`src/rtl/mlut_pkg.sv`:
```
package mlut_pkg;
  function automatic int unsigned n_terms(input int unsigned n);
    return 32'd1 << n;
  endfunction
endpackage

```
`src/rtl/mlut_cfg_bit.sv`:
```
module mlut_cfg_bit (
  input  logic clk_i,
  input  logic rst_ni,
  input  logic clr_i,
  input  logic set_i,
  output logic q_o
);
  always_ff @(posedge clk_i or negedge rst_ni) begin
    if (!rst_ni)     q_o <= 1'b0;
    else if (clr_i)  q_o <= 1'b0;
    else if (set_i)  q_o <= 1'b1;
  end
endmodule

```
`src/rtl/mlut_addr_dec.sv`:
```
module mlut_addr_dec #(
  parameter int unsigned N_IN   = 4,
  parameter int unsigned ADDR_W = 5,
  localparam int unsigned N_TERMS = mlut_pkg::n_terms(N_IN)
) (
  input  logic                 prog_i,
  input  logic [ADDR_W-1:0]    addr_i,
  output logic [N_TERMS-1:0]   set_o,
  output logic                 bad_o
);
  localparam logic [ADDR_W:0] LIMIT = (ADDR_W+1)'(N_TERMS);

  logic in_range;
  assign in_range = (addr_i != '0) && ({1'b0, addr_i} <= LIMIT);
  assign bad_o    = prog_i && !in_range;

  // address k selects minterm k-1
  for (genvar i = 0; i < N_TERMS; i++) begin : g_dec
    assign set_o[i] = prog_i && (addr_i == ADDR_W'(i + 1));
  end
endmodule

```
`src/rtl/mlut_tree.sv`:
```
module mlut_tree #(
  parameter int unsigned N = 4,
  localparam int unsigned W = mlut_pkg::n_terms(N)
) (
  input  logic [W-1:0] cfg_i,
  input  logic [N-1:0] x_i,
  output logic         f_o
);
  if (N == 1) begin : g_leaf
    assign f_o = x_i[0] ? cfg_i[1] : cfg_i[0];
  end else begin : g_node
    localparam int unsigned HW = W / 2;
    logic f_hi, f_lo;
    mlut_tree #(.N(N-1)) u_hi (.cfg_i(cfg_i[W-1:HW]), .x_i(x_i[N-2:0]), .f_o(f_hi));
    mlut_tree #(.N(N-1)) u_lo (.cfg_i(cfg_i[HW-1:0]), .x_i(x_i[N-2:0]), .f_o(f_lo));
    // f = f_hi & x[top] | f_lo & ~x[top]
    assign f_o = x_i[N-1] ? f_hi : f_lo;
  end
endmodule

```
`src/rtl/mlut_array.sv`:
```
module mlut_array #(
  parameter int unsigned N_IN   = 4,
  parameter int unsigned ADDR_W = 5
) (
  input  logic              clk_i,
  input  logic              rst_ni,
  input  logic              clr_i,
  input  logic              prog_i,
  input  logic [ADDR_W-1:0] addr_i,
  input  logic [N_IN-1:0]   x_i,
  output logic              f_o,
  output logic              err_o
);
  localparam int unsigned N_TERMS = mlut_pkg::n_terms(N_IN);

  logic [N_TERMS-1:0] set_v;
  logic [N_TERMS-1:0] cfg_q;
  logic               bad;

  mlut_addr_dec #(.N_IN(N_IN), .ADDR_W(ADDR_W)) u_dec (
    .prog_i(prog_i), .addr_i(addr_i), .set_o(set_v), .bad_o(bad)
  );

  for (genvar i = 0; i < N_TERMS; i++) begin : g_cell
    mlut_cfg_bit u_bit (
      .clk_i(clk_i), .rst_ni(rst_ni), .clr_i(clr_i),
      .set_i(set_v[i]), .q_o(cfg_q[i])
    );
  end

  always_ff @(posedge clk_i or negedge rst_ni) begin
    if (!rst_ni)     err_o <= 1'b0;
    else if (clr_i)  err_o <= 1'b0;
    else if (bad)    err_o <= 1'b1;
  end

  mlut_tree #(.N(N_IN)) u_tree (.cfg_i(cfg_q), .x_i(x_i), .f_o(f_o));
endmodule

```
`config.mk`:
```
export PLATFORM = sky130hd
export DESIGN_NAME = mlut_array
export DESIGN_NICKNAME = d
export VERILOG_FILES = /design/src/rtl/mlut_pkg.sv /design/src/rtl/mlut_cfg_bit.sv /design/src/rtl/mlut_addr_dec.sv /design/src/rtl/mlut_tree.sv /design/src/rtl/mlut_array.sv
export SDC_FILE = /design/constraint.sdc
export NUM_CORES = 1
export LEC_CHECK = 0
export ABC_AREA = 1
export BUFFER_PORTS_ARGS = -buffer_cell sky130_fd_sc_hd__buf_4
export CAP_MARGIN = 20
export CORE_MARGIN = 5
export CORE_UTILIZATION = 27
export CTS_CLUSTER_DIAMETER = 40
export DETAILED_ROUTE_END_ITERATION = 10
export GPL_TIMING_DRIVEN = 0
export HOLD_SLACK_MARGIN = 0.03
export PLACE_DENSITY = 0.54
export SLEW_MARGIN = 20
export SYNTH_ARGS = -nofsm -noshare
export SYNTH_HDL_FRONTEND = slang
export SYNTH_SLANG_ARGS = --single-unit
```
`constraint.sdc`:
```
create_clock -name clk_i -period 1.48 [get_ports clk_i]
set_input_delay 0.148 -clock clk_i [delete_from_list [all_inputs] [get_ports clk_i]]
set_output_delay 0.148 -clock clk_i [all_outputs]
set_load 0.01 [all_outputs]
```
==> flow_metrics.tcl, run 1 <==
set metrics [dict create \
    syn_area_per_cell_um2 7.36 \
    synth_fa_ha_area_frac 0.0138 \
    min_period_ns 1.36 \
    register_area_um2 425 \
    crit_buf_inv 2 \
    cts-htree-levels 1 \
    synth-xor-area-share 0 \
    clock-sinks 17 \
    grt-ovfl-total 0 \
    critPathMaxStageDelay_ns 0.39 \
    path_max_fanout 2 \
    drt-met1-wl_um 964 \
    clkLatencyLatePin_ns 0.30 \
    wl_met3_um 125 \
    finalSetupTns_ns 0 \
    multiInputGateArea_um2 375 \
    synthFlopType "dfrtp_1" \
    place_inst 181 \
    status "finished, final reports clean" \
    die_width_um 67.9 \
    finalMaxSlewViolations 0 \
    avgViaCountPerCell 4.33 \
    initial_utilization 0.276 \
    total_power_uw 858 \
    wirelength_um 2030 \
    crit_path_end_kind "output pin" \
    yosysWarningCount 0 \
    netlist_top_cells_count "35 x nand2_1, 24 x inv_1, 17 x a21oi_1, 17 x dfrtp_1, 14 x nand3_1" \
    hold_path_class "input port to register" \
    crit_top_cell "nand3_1" \
    r2r_cells 2 \
    postSynthCellCount 123 \
    drc 0 \
    grt_first_pass_wirelength_um 3620 \
    dieArea_mm2 0.00461 \
    power_leakage_uw 0.000549 \
    yosysTopAreaCellShare 0.470 \
    yosysMostFrequentCell "nand2_1" \
    fillCellCount 364 \
    synth_area_leaders "dfrtp_1 47%, nand2_1 15%, inv_1 9.9%" \
    fin_crit_sh 0.920 \
    clock_skew_ns 0 \
    synthMuxAreaShare 0 \
    cts_tree "built" \
    synth_cell_types 14 \
    first_pass_iters 4 \
    synthArstFlopShare 1.00 \
    criticalPathCategory "register to output pin" \
    power_density_mw_per_mm2 780 \
    path_cells "inv_2 > nand2_1 > nand3_1 > nand3_1 > nand3_1 > nand2_1 > buf_4" \
    grt.total_usage 0.104 \
    setup_violations 0 \
    area_growth_pct 21.5 \
    synth_seq_area_share 0.470 \
    crit_family "flip-flops" \
    dp_hpwl_um 1640 \
    reg2reg_from "err_o" \
    cp.required_ns 1.33 \
    cts_root_buf "clkbuf_4" \
    top_layer_used "met4" \
    synth_top_cell_by_area "dfrtp_1" \
    cts_setup_buffers 0 \
    hold_violations 0 \
    synth-simple-area-share 0.296 \
    ff2ff_setup_slack_ns 0.81 \
    cts_buffers 3 \
    die_y_um 67.9 \
    drt_iter0_markers 58 \
    vias 806 \
    wl_per_cell_um 10.9 \
    core_mm2 0.00328 \
    hold_slack_ns 0.0992 \
    numPortBuffers 12 \
    reg2reg_to "err_o" \
    first_global_vias 843 \
    drive_gt1_frac 0.250 \
    drt.antenna.violating_nets 0 \
    fin_nets 155 \
    hp-start "clr_i" \
    grt_max_degree 18 \
    synth_top_family_by_area "simple AND/OR/NAND/NOR gates" \
    fmax_ghz 0.735 \
    clock_path_buffers 2 \
    relSlewSlack 0.790 \
    antenna_cells 0 \
    max-cap-violations 0 \
    antenna_found_initial 0 \
    cts.clk_slew.worst_paths_ns 0.10 \
    arrival_ns 1.21 \
    gp_congestion 0.820 \
    ios 15 \
    slowest_stage "dfrtp_1" \
    core.rowCount 21 \
    peakVddDrop_uv 342 \
    start_kind "register" \
    rsz0062_at_grt "false" \
    ys_ff_latch 17 \
    worstHoldEndpoint "g_cell[12].u_bit.q_o" \
    synth_fp_nets 137 \
    layoutNonFillerInstCount 186 \
    wl_met2_um 933 \
    synth_edf_count 0 \
    worst_pin_slew_ns 0.313 \
    synth_compound_area_frac 0.0939 \
    syn_area_um2 906 \
    holdPathStages 2 \
]
-- metal layers --
layer	vias to the layer above	track usage
li1	417	-
met1	368	0.131
met2	19	0.170
met4	0	0.0372
met5	-	0
met3	2	0.0296
-- stage by stage --
stage / worst slack, ns / instance area (µm²) / util
4_1_cts: 0.0741 / 1090 / 0.332
3_5_place_dp: 0.225 / 1050 / 0.321
5_1_grt: 0.00136 / 1100 / 0.335
6_report: 0.119 / 1100 / 0.335
2_1_floorplan: 0.468 / 906 / -
3_3_place_gp: 0.250 / 1050 / 0.321
-- repair_timing --
action	4_1_cts	5_1_grt
hold buffers	1	0
hold endpoints to repair	17	0
setup endpoints to repair	0	1
gates resized for setup	0	10
-- logic make-up (layout without fill, tap and decap cells) --
kind of cell,after synthesis,after routing
flip-flops,17,17
adder cells (fa/ha/maj),1,1
buffers and inverters,29,46
AO/OA/AOI/OAI,17,17
AND/OR/NAND/NOR,59,59
-- worst register-to-register path, cell delays in order (launching register included) --
cell and delay, ns:
dfrtp_1 0.40, a21oi_1 0.12, nor2_1 0.05
-- worst max-delay path by stage --
| stage | cells after the start | slack, ns | startpoint | end |
|---|---|---|---|---|
| after floorplan | 6 | 0.47 | addr_i[1] | err_o |
| after global placement | 7 | 0.25 | addr_i[1] | err_o |
| after detailed placement | 7 | 0.22 | addr_i[1] | err_o |
| after CTS | 7 | 0.07 | g_cell[15].u_bit.q_o | f_o |
| after global routing | 7 | 0.001 | g_cell[15].u_bit.q_o | f_o |
| final | 7 | 0.12 | g_cell[15].u_bit.q_o | f_o |
-- registers in the layout, indices dropped and copies added, names as in the netlist --
register          flops
err_o                 1
g_cell.u_bit.q_o     16
-- layout make-up --
type / instances / share of cell area
sequential: 17 / 0.386
multi-input combinational: 77 / 0.341
timing repair buffer: 13 / 0.0909
inverter: 26 / 0.0886
tap: 46 / 0.0523
clock buffer: 3 / 0.0205
buffer: 3 / 0.0159
clock inverter: 1 / 0.00455
-- power by group --
group	leakage, µW	switching (µW)	internal, µW
clock	0.0000177	150	101
sequential	0.000236	3.00	472
combinational	0.000295	79.7	53.2
total	0.000549	233	625
-- placed cells by master (no fill, tap or decap), drive strengths merged --
cell and instances:
clkbuf 3, dfrtp 17, ha 1, clkinv 1, nand3 14, nor2 5
a21oi 17, nor3 4, dlygate4sd3 1, nand2 36, buf 15, inv 26
Power figures use the tool's default switching activity.
==> inputs of run 2 (changes only) <==
--- a/config.mk
+++ b/config.mk
@@ -5,16 +5,15 @@
 export SDC_FILE = /design/constraint.sdc
 export NUM_CORES = 1
 export LEC_CHECK = 0
-export ABC_AREA = 1
+export ABC_AREA = 0
 export BUFFER_PORTS_ARGS = -buffer_cell sky130_fd_sc_hd__buf_4
 export CAP_MARGIN = 20
 export CORE_MARGIN = 5
 export CORE_UTILIZATION = 27
 export CTS_CLUSTER_DIAMETER = 40
 export DETAILED_ROUTE_END_ITERATION = 10
-export GPL_TIMING_DRIVEN = 0
 export HOLD_SLACK_MARGIN = 0.03
-export PLACE_DENSITY = 0.54
+export PLACE_DENSITY = 0.55
 export SLEW_MARGIN = 20
 export SYNTH_ARGS = -nofsm -noshare
 export SYNTH_HDL_FRONTEND = slang
==> run 2 against run 1 <==
The run now ends with setup timing left. Worst hold slack better by 0.024 ns. Global-route usage is 0.89 points lower. Non-clock buffer count is 2 higher. Fmax is 19% lower. Total power is 4.7% lower. Worst setup slack worse by 0.31 ns. Sequential share of layout area is 4.6 points higher. Clock skew stayed put. Wire length is 13% lower. Largest power group unchanged.
==> flow_metrics.tcl, run 2 <==
set metrics [dict create \
    status "finished with violations" \
    violations "setup timing" \
    first_pass_iters 4 \
    drt.antenna.violating_nets 0 \
    cts_tree "built" \
    fin_crit_sh 1.13 \
    fillCellCount 283 \
    netlist_top_cells_count "18 x nor2_1, 17 x dfrtp_1, 13 x a21oi_1, 4 x a31oi_1, 4 x mux4_1" \
    clock_path_buffers 2 \
    top_register "g_cell.u_bit.q_o" \
    wirelength_um 1770 \
    synthFlopType "dfrtp_1" \
    core.rowCount 19 \
    hold_violations 0 \
    yosysTopAreaCellShare 0.531 \
    synthArstFlopShare 1.00 \
    vias 613 \
    clkPwrFrac 0.298 \
    fin_util 0.351 \
    finalSetupTns_ns -0.195 \
    path_max_fanout 2 \
    worst_pin_slew_ns 0.305 \
    drive_gt1_frac 0.281 \
    yosysWarningCount 0 \
    max-cap-violations 0 \
    layout_setup_ws_ns -0.195 \
    start_kind "register" \
    avgViaCountPerCell 5.11 \
    cts.clk_slew.worst_paths_ns 0.10 \
    antenna_found_initial 0 \
    clkLatencyLatePin_ns 0.29 \
    clock_skew_ns 0 \
    setup_violations 1 \
    cts_buffers 3 \
    combPwrFrac 0.121 \
    yosysMostFrequentCell "nor2_1" \
    rsz0062_at_grt "true" \
    crit_path_end_kind "output pin" \
    drt_iter0_markers 27 \
    die_y_um 64.5 \
    ys_ff_latch 17 \
    postSynthCellCount 69 \
    drc 0 \
    power_leakage_uw 0.000467 \
    die_width_um 64.5 \
    relSlewSlack 0.796 \
    min_period_ns 1.68 \
    synth_top_cell_by_area "dfrtp_1" \
    fin_nets 104 \
    largest_register_ffs 16 \
    dieArea_mm2 0.00416 \
    criticalPathCategory "register to output pin" \
    synth_area_leaders "dfrtp_1 53%, mux4_1 13%, nor2_1 8.4%" \
    wl_per_cell_um 14.8 \
    cts-htree-levels 1 \
    p_switching_uw 195 \
    core_mm2 0.00281 \
    synth_fp_nets 83 \
    syn_area_um2 801 \
    ios 15 \
    final_cell_mix "18 x nor2_1, 17 x dfrtp_1, 17 x buf_4, 13 x a21oi_1, 4 x a31oi_1" \
    clock-sinks 17 \
    numPortBuffers 14 \
    antenna_cells 0 \
    preCtsSetupSlack_ns 0.0941 \
    intPower_uw 623 \
    cts_root_buf "clkbuf_4" \
    syn_area_per_cell_um2 11.6 \
    gp_congestion 0.721 \
    synth_cell_types 13 \
    arrival_ns 1.53 \
    total_power_uw 818 \
    first_global_vias 618 \
    peakVddDrop_uv 191 \
    hold_path_class "input port to register" \
    layout.cells.most_common "nor2_1" \
    finalMaxSlewViolations 0 \
    grt_first_pass_wirelength_um 2970 \
    grt.total_usage 0.0953 \
    synth_edf_count 0 \
    reg_top3 "g_cell.u_bit.q_o: 16 flops, err_o: 1 flops" \
    initial_utilization 0.285 \
    place_inst 113 \
    cp.required_ns 1.33 \
    fmax_ghz 0.597 \
    power_density_mw_per_mm2 831 \
    grt_max_degree 18 \
    dp_hpwl_um 1280 \
    grt-ovfl-total 0 \
    layoutNonFillerInstCount 120 \
    synth_seq_area_share 0.531 \
    seqPwrFrac 0.581 \
    switching_share 0.238 \
    area_growth_pct 23.0 \
]
## run 2: timing repair
action	CTS	global route
pin swaps	0	0
resized for setup	3	0
hold buffers	1	0
hold endpoints to repair	17	0
setup buffers	1	1
endpoints found under the setup margin	1	1
## run 2: power by group through the flow
stage	sequential [µW]	combinational, µW	clock (µW)
3_5_place_dp	485	95.8	0
3_3_place_gp	484	95.9	0
2_1_floorplan	484	36.0	0
5_1_grt	477	109	282
6_report	475	99.0	244
4_1_cts	476	99.7	257
## run 2: routing by layer
layer	vias to the layer above	GRT usage	wire, µm
met1	293	0.118	781
met3	4	0.0276	106
met2	18	0.144	839
li1	298	-	-
met5	-	0	0
met4	0	0.0633	42
## run 2: cell type report
type / instances / area (µm²) / share of cell area
Tap cell: 31 / 38.8 / 0.0394
Sequential cell: 17 / 425 / 0.432
Multi-Input combinational cell: 50 / 357 / 0.362
Timing Repair Buffer: 18 / 138 / 0.140
Clock buffer: 4 / 26.3 / 0.0267
## run 2: kinds of logic after synthesis
kind of cell    count (synthesis)  share of synthesized area
compound gates                 17                      0.112
fa+ha+maj                       1                     0.0156
buf+inv                         2                    0.00938
flops                          17                      0.531
mux                             7                      0.169
simple gates                   25                      0.162
## run 2: metrics by stage
stage          area, µm²  hold slack, ns
2_1_floorplan        801          -0.148
3_3_place_gp         945          0.0256
3_5_place_dp         945          0.0286
4_1_cts              977           0.111
5_1_grt              985           0.114
6_report             985           0.123
## run 2: worst paths after layout
kind                                       from                    to  slack (ns)  depth (start not counted)
setup / recovery            g_cell[1].u_bit.q_o                   f_o       -0.20                          4
hold / removal                           prog_i  g_cell[15].u_bit.q_o        0.12                          3
setup reg to reg           g_cell[12].u_bit.q_o  g_cell[12].u_bit.q_o        0.66                          3
hold reg to reg             g_cell[2].u_bit.q_o   g_cell[2].u_bit.q_o        0.50                          2
max in group asynchronous                rst_ni   g_cell[6].u_bit.q_o        1.03                          2
min in group asynchronous                rst_ni  g_cell[12].u_bit.q_o        0.25                          2
## run 2: worst max-delay path, stage by stage, from the launching register on
cell and delay, ns:
dfrtp_1 0.39, mux4_1 0.49, mux2i_1 0.13, mux2i_1 0.08, buf_4 0.14
==> inputs of run 3 (changes only) <==
--- a/config.mk
+++ b/config.mk
@@ -9,11 +9,11 @@
 export BUFFER_PORTS_ARGS = -buffer_cell sky130_fd_sc_hd__buf_4
 export CAP_MARGIN = 20
 export CORE_MARGIN = 5
-export CORE_UTILIZATION = 27
+export CORE_UTILIZATION = 35
 export CTS_CLUSTER_DIAMETER = 40
 export DETAILED_ROUTE_END_ITERATION = 10
 export HOLD_SLACK_MARGIN = 0.03
-export PLACE_DENSITY = 0.55
+export PLACE_DENSITY = 0.65
 export SLEW_MARGIN = 20
 export SYNTH_ARGS = -nofsm -noshare
 export SYNTH_HDL_FRONTEND = slang
==> run 3 against run 2 <==
The run still ends with setup timing left. Clock power is essentially flat. Flip-flop and latch count is the same. Sequential share of layout area grew 0.95 points. Count of clock-buffer cells in the layout shrank 1. Via count grew 2.3%. Die area shrank 20%. Clock skew is the same. Worst hold slack gained 0.0081 ns. Total power shrank 0.39%. Register-to-register slack gained 0.11 ns. Global-route usage grew 2.2 points. Cell count shrank 4.2%. Critical endpoint unchanged. Largest cell class unchanged.
==> flow_metrics.tcl, run 3 (same netlist as run 2, synthesis figures left out) <==
set metrics [dict create \
    status "finished with violations" \
    violations "setup timing" \
    path_depth 4 \
    dieArea_mm2 0.00334 \
    wl_per_cell_um 14.8 \
    r2r_cells 2 \
    drt_iter0_markers 7 \
    layoutNonFillerInstCount 115 \
    fmax_ghz 0.596 \
    grt.total_usage 0.118 \
    arrival_ns 1.53 \
    power_density_mw_per_mm2 846 \
    reg2reg_from "g_cell[12].u_bit.q_o" \
    endpoint "f_o" \
    reg_top3 "g_cell.u_bit.q_o: 16 flops, err_o: 1 flops" \
    layout_setup_ws_ns -0.199 \
    ff2ff_setup_slack_ns 0.77 \
    grt-ovfl-total 0 \
    start_kind "register" \
    path_cells "mux4_2 > mux2i_1 > mux2i_1 > buf_4" \
    layout.cells.most_common "nor2_1" \
    hold_path_class "input port to register" \
    dp_hpwl_um 1280 \
    antenna_cells 0 \
    clock-sinks 17 \
    critPathMaxStageDelay_ns 0.47 \
    crit_top_cell "mux2i_1" \
    vias 627 \
    min_period_ns 1.68 \
    wirelength_um 1700 \
    cts_tree "built" \
    grt_first_pass_wirelength_um 3010 \
    fin_crit_sh 1.13 \
    drc 0 \
    hold_violations 0 \
    crit_path_end_kind "output pin" \
    cts_buffers 3 \
    final_cell_mix "18 x nor2_1, 17 x dfrtp_1, 15 x buf_4, 13 x a21oi_1" \
    worst_pin_slew_ns 0.262 \
    fin_nets 102 \
    core_mm2 0.00219 \
    reg2reg_to "g_cell[12].u_bit.q_o" \
    hold_slack_ns 0.131 \
    grt_max_degree 18 \
    path_max_fanout 2 \
    cts.clk_slew.worst_paths_ns 0.10 \
    fillCellCount 215 \
    cts-htree-levels 1 \
    place_inst 110 \
    crit_family "multiplexers" \
    top_register "g_cell.u_bit.q_o" \
    cp-startpoint "g_cell[14].u_bit.q_o" \
    area_growth_pct 20.3 \
    clkLatencyLatePin_ns 0.28 \
    finalMaxSlewViolations 0 \
    drt.antenna.violating_nets 0 \
    slowest_stage "mux4_2" \
    core.rowCount 17 \
    setup_violations 1 \
    die_width_um 57.8 \
    max-cap-violations 0 \
    drive_gt1_frac 0.287 \
    rsz0062_at_grt "true" \
    peakVddDrop_uv 394 \
    cts_root_buf "clkbuf_4" \
    initial_utilization 0.366 \
    first_pass_iters 4 \
    die_y_um 57.8 \
    criticalPathCategory "register to output pin" \
    clock_path_buffers 2 \
    largest_register_ffs 16 \
    avgViaCountPerCell 5.45 \
    first_global_vias 647 \
    numPortBuffers 14 \
    gp_congestion 0.777 \
    ios 15 \
    cp.required_ns 1.33 \
    relSlewSlack 0.825 \
    antenna_found_initial 0 \
    crit_buf_inv 1 \
    clock_skew_ns 0 \
    power_leakage_uw 0.000451 \
]
==> run 3: per-stage QoR <==
step / util / instance area (µm²) / worst slack [ns] / setup TNS (ns) / total power (µW)
final: 0.440 / 963 / -0.199 / -0.199 / 815
after global routing: 0.440 / 963 / -0.331 / -0.331 / 868
after CTS: 0.441 / 967 / -0.217 / -0.217 / 826
after detailed placement: 0.429 / 941 / 0.0930 / 0 / 580
after global placement: 0.429 / 941 / 0.104 / 0 / 578
after floorplan: - / 801 / 0.250 / 0 / 520
==> run 3: tightest hold or removal path, delay by kind of cell <==
| family | cells | cell delay [ns] |
|---|---|---|
| simple gates | 1 | 0.07 |
| buf+inv | 1 | 0.10 |
| compound gates | 1 | 0.06 |
==> run 3: worst min-delay path by stage <==
| stage | startpoint | endpoint | slack [ns] | depth (start not counted) |
|---|---|---|---|---|
| global placement | rst_ni | g_cell[10].u_bit.q_o | 0.02 | 1 |
| detailed placement | rst_ni | g_cell[10].u_bit.q_o | 0.02 | 1 |
| CTS | prog_i | err_o | 0.12 | 3 |
| finish | prog_i | err_o | 0.13 | 3 |
| global route | clr_i | g_cell[6].u_bit.q_o | 0.13 | 2 |
| floorplan | rst_ni | err_o | -0.15 | 0 |
==> run 3: layer usage <==
layer	wire, µm	GRT usage	part of all wire	vias to the layer above
met5	0	0	0	-
met4	53	0.0762	0.031	0
met3	107	0.0290	0.063	7
met2	787	0.182	0.46	18
met1	754	0.145	0.44	313
li1	-	-	-	289
==> run 3: layout make-up <==
type | count | area, µm² | area share
clock inverter | 1 | 5.00 | 0.00519
timing repair buffer | 16 | 123 | 0.127
multi-input combinational | 50 | 353 | 0.366
clock buffer | 3 | 22.5 | 0.0234
sequential | 17 | 425 | 0.442
tap | 28 | 35.0 | 0.0364
==> run 3: power breakdown <==
group	switching, µW	total (µW)	internal (µW)	leakage [µW]
registers	4.25	476	471	0.000236
logic	51.6	98.1	46.4	0.000198
clock network	141	241	100	0.0000177
total	197	815	618	0.000451
==> run 3: repair_timing <==
| item | 4_1_cts | 5_1_grt |
|---|---|---|
| pin swaps | 0 | 0 |
| hold endpoints to repair | 17 | 0 |
| hold buffers | 1 | 0 |
| setup buffers | 0 | 0 |
| gates resized for setup | 3 | 1 |
| setup endpoints to repair | 1 | 1 |
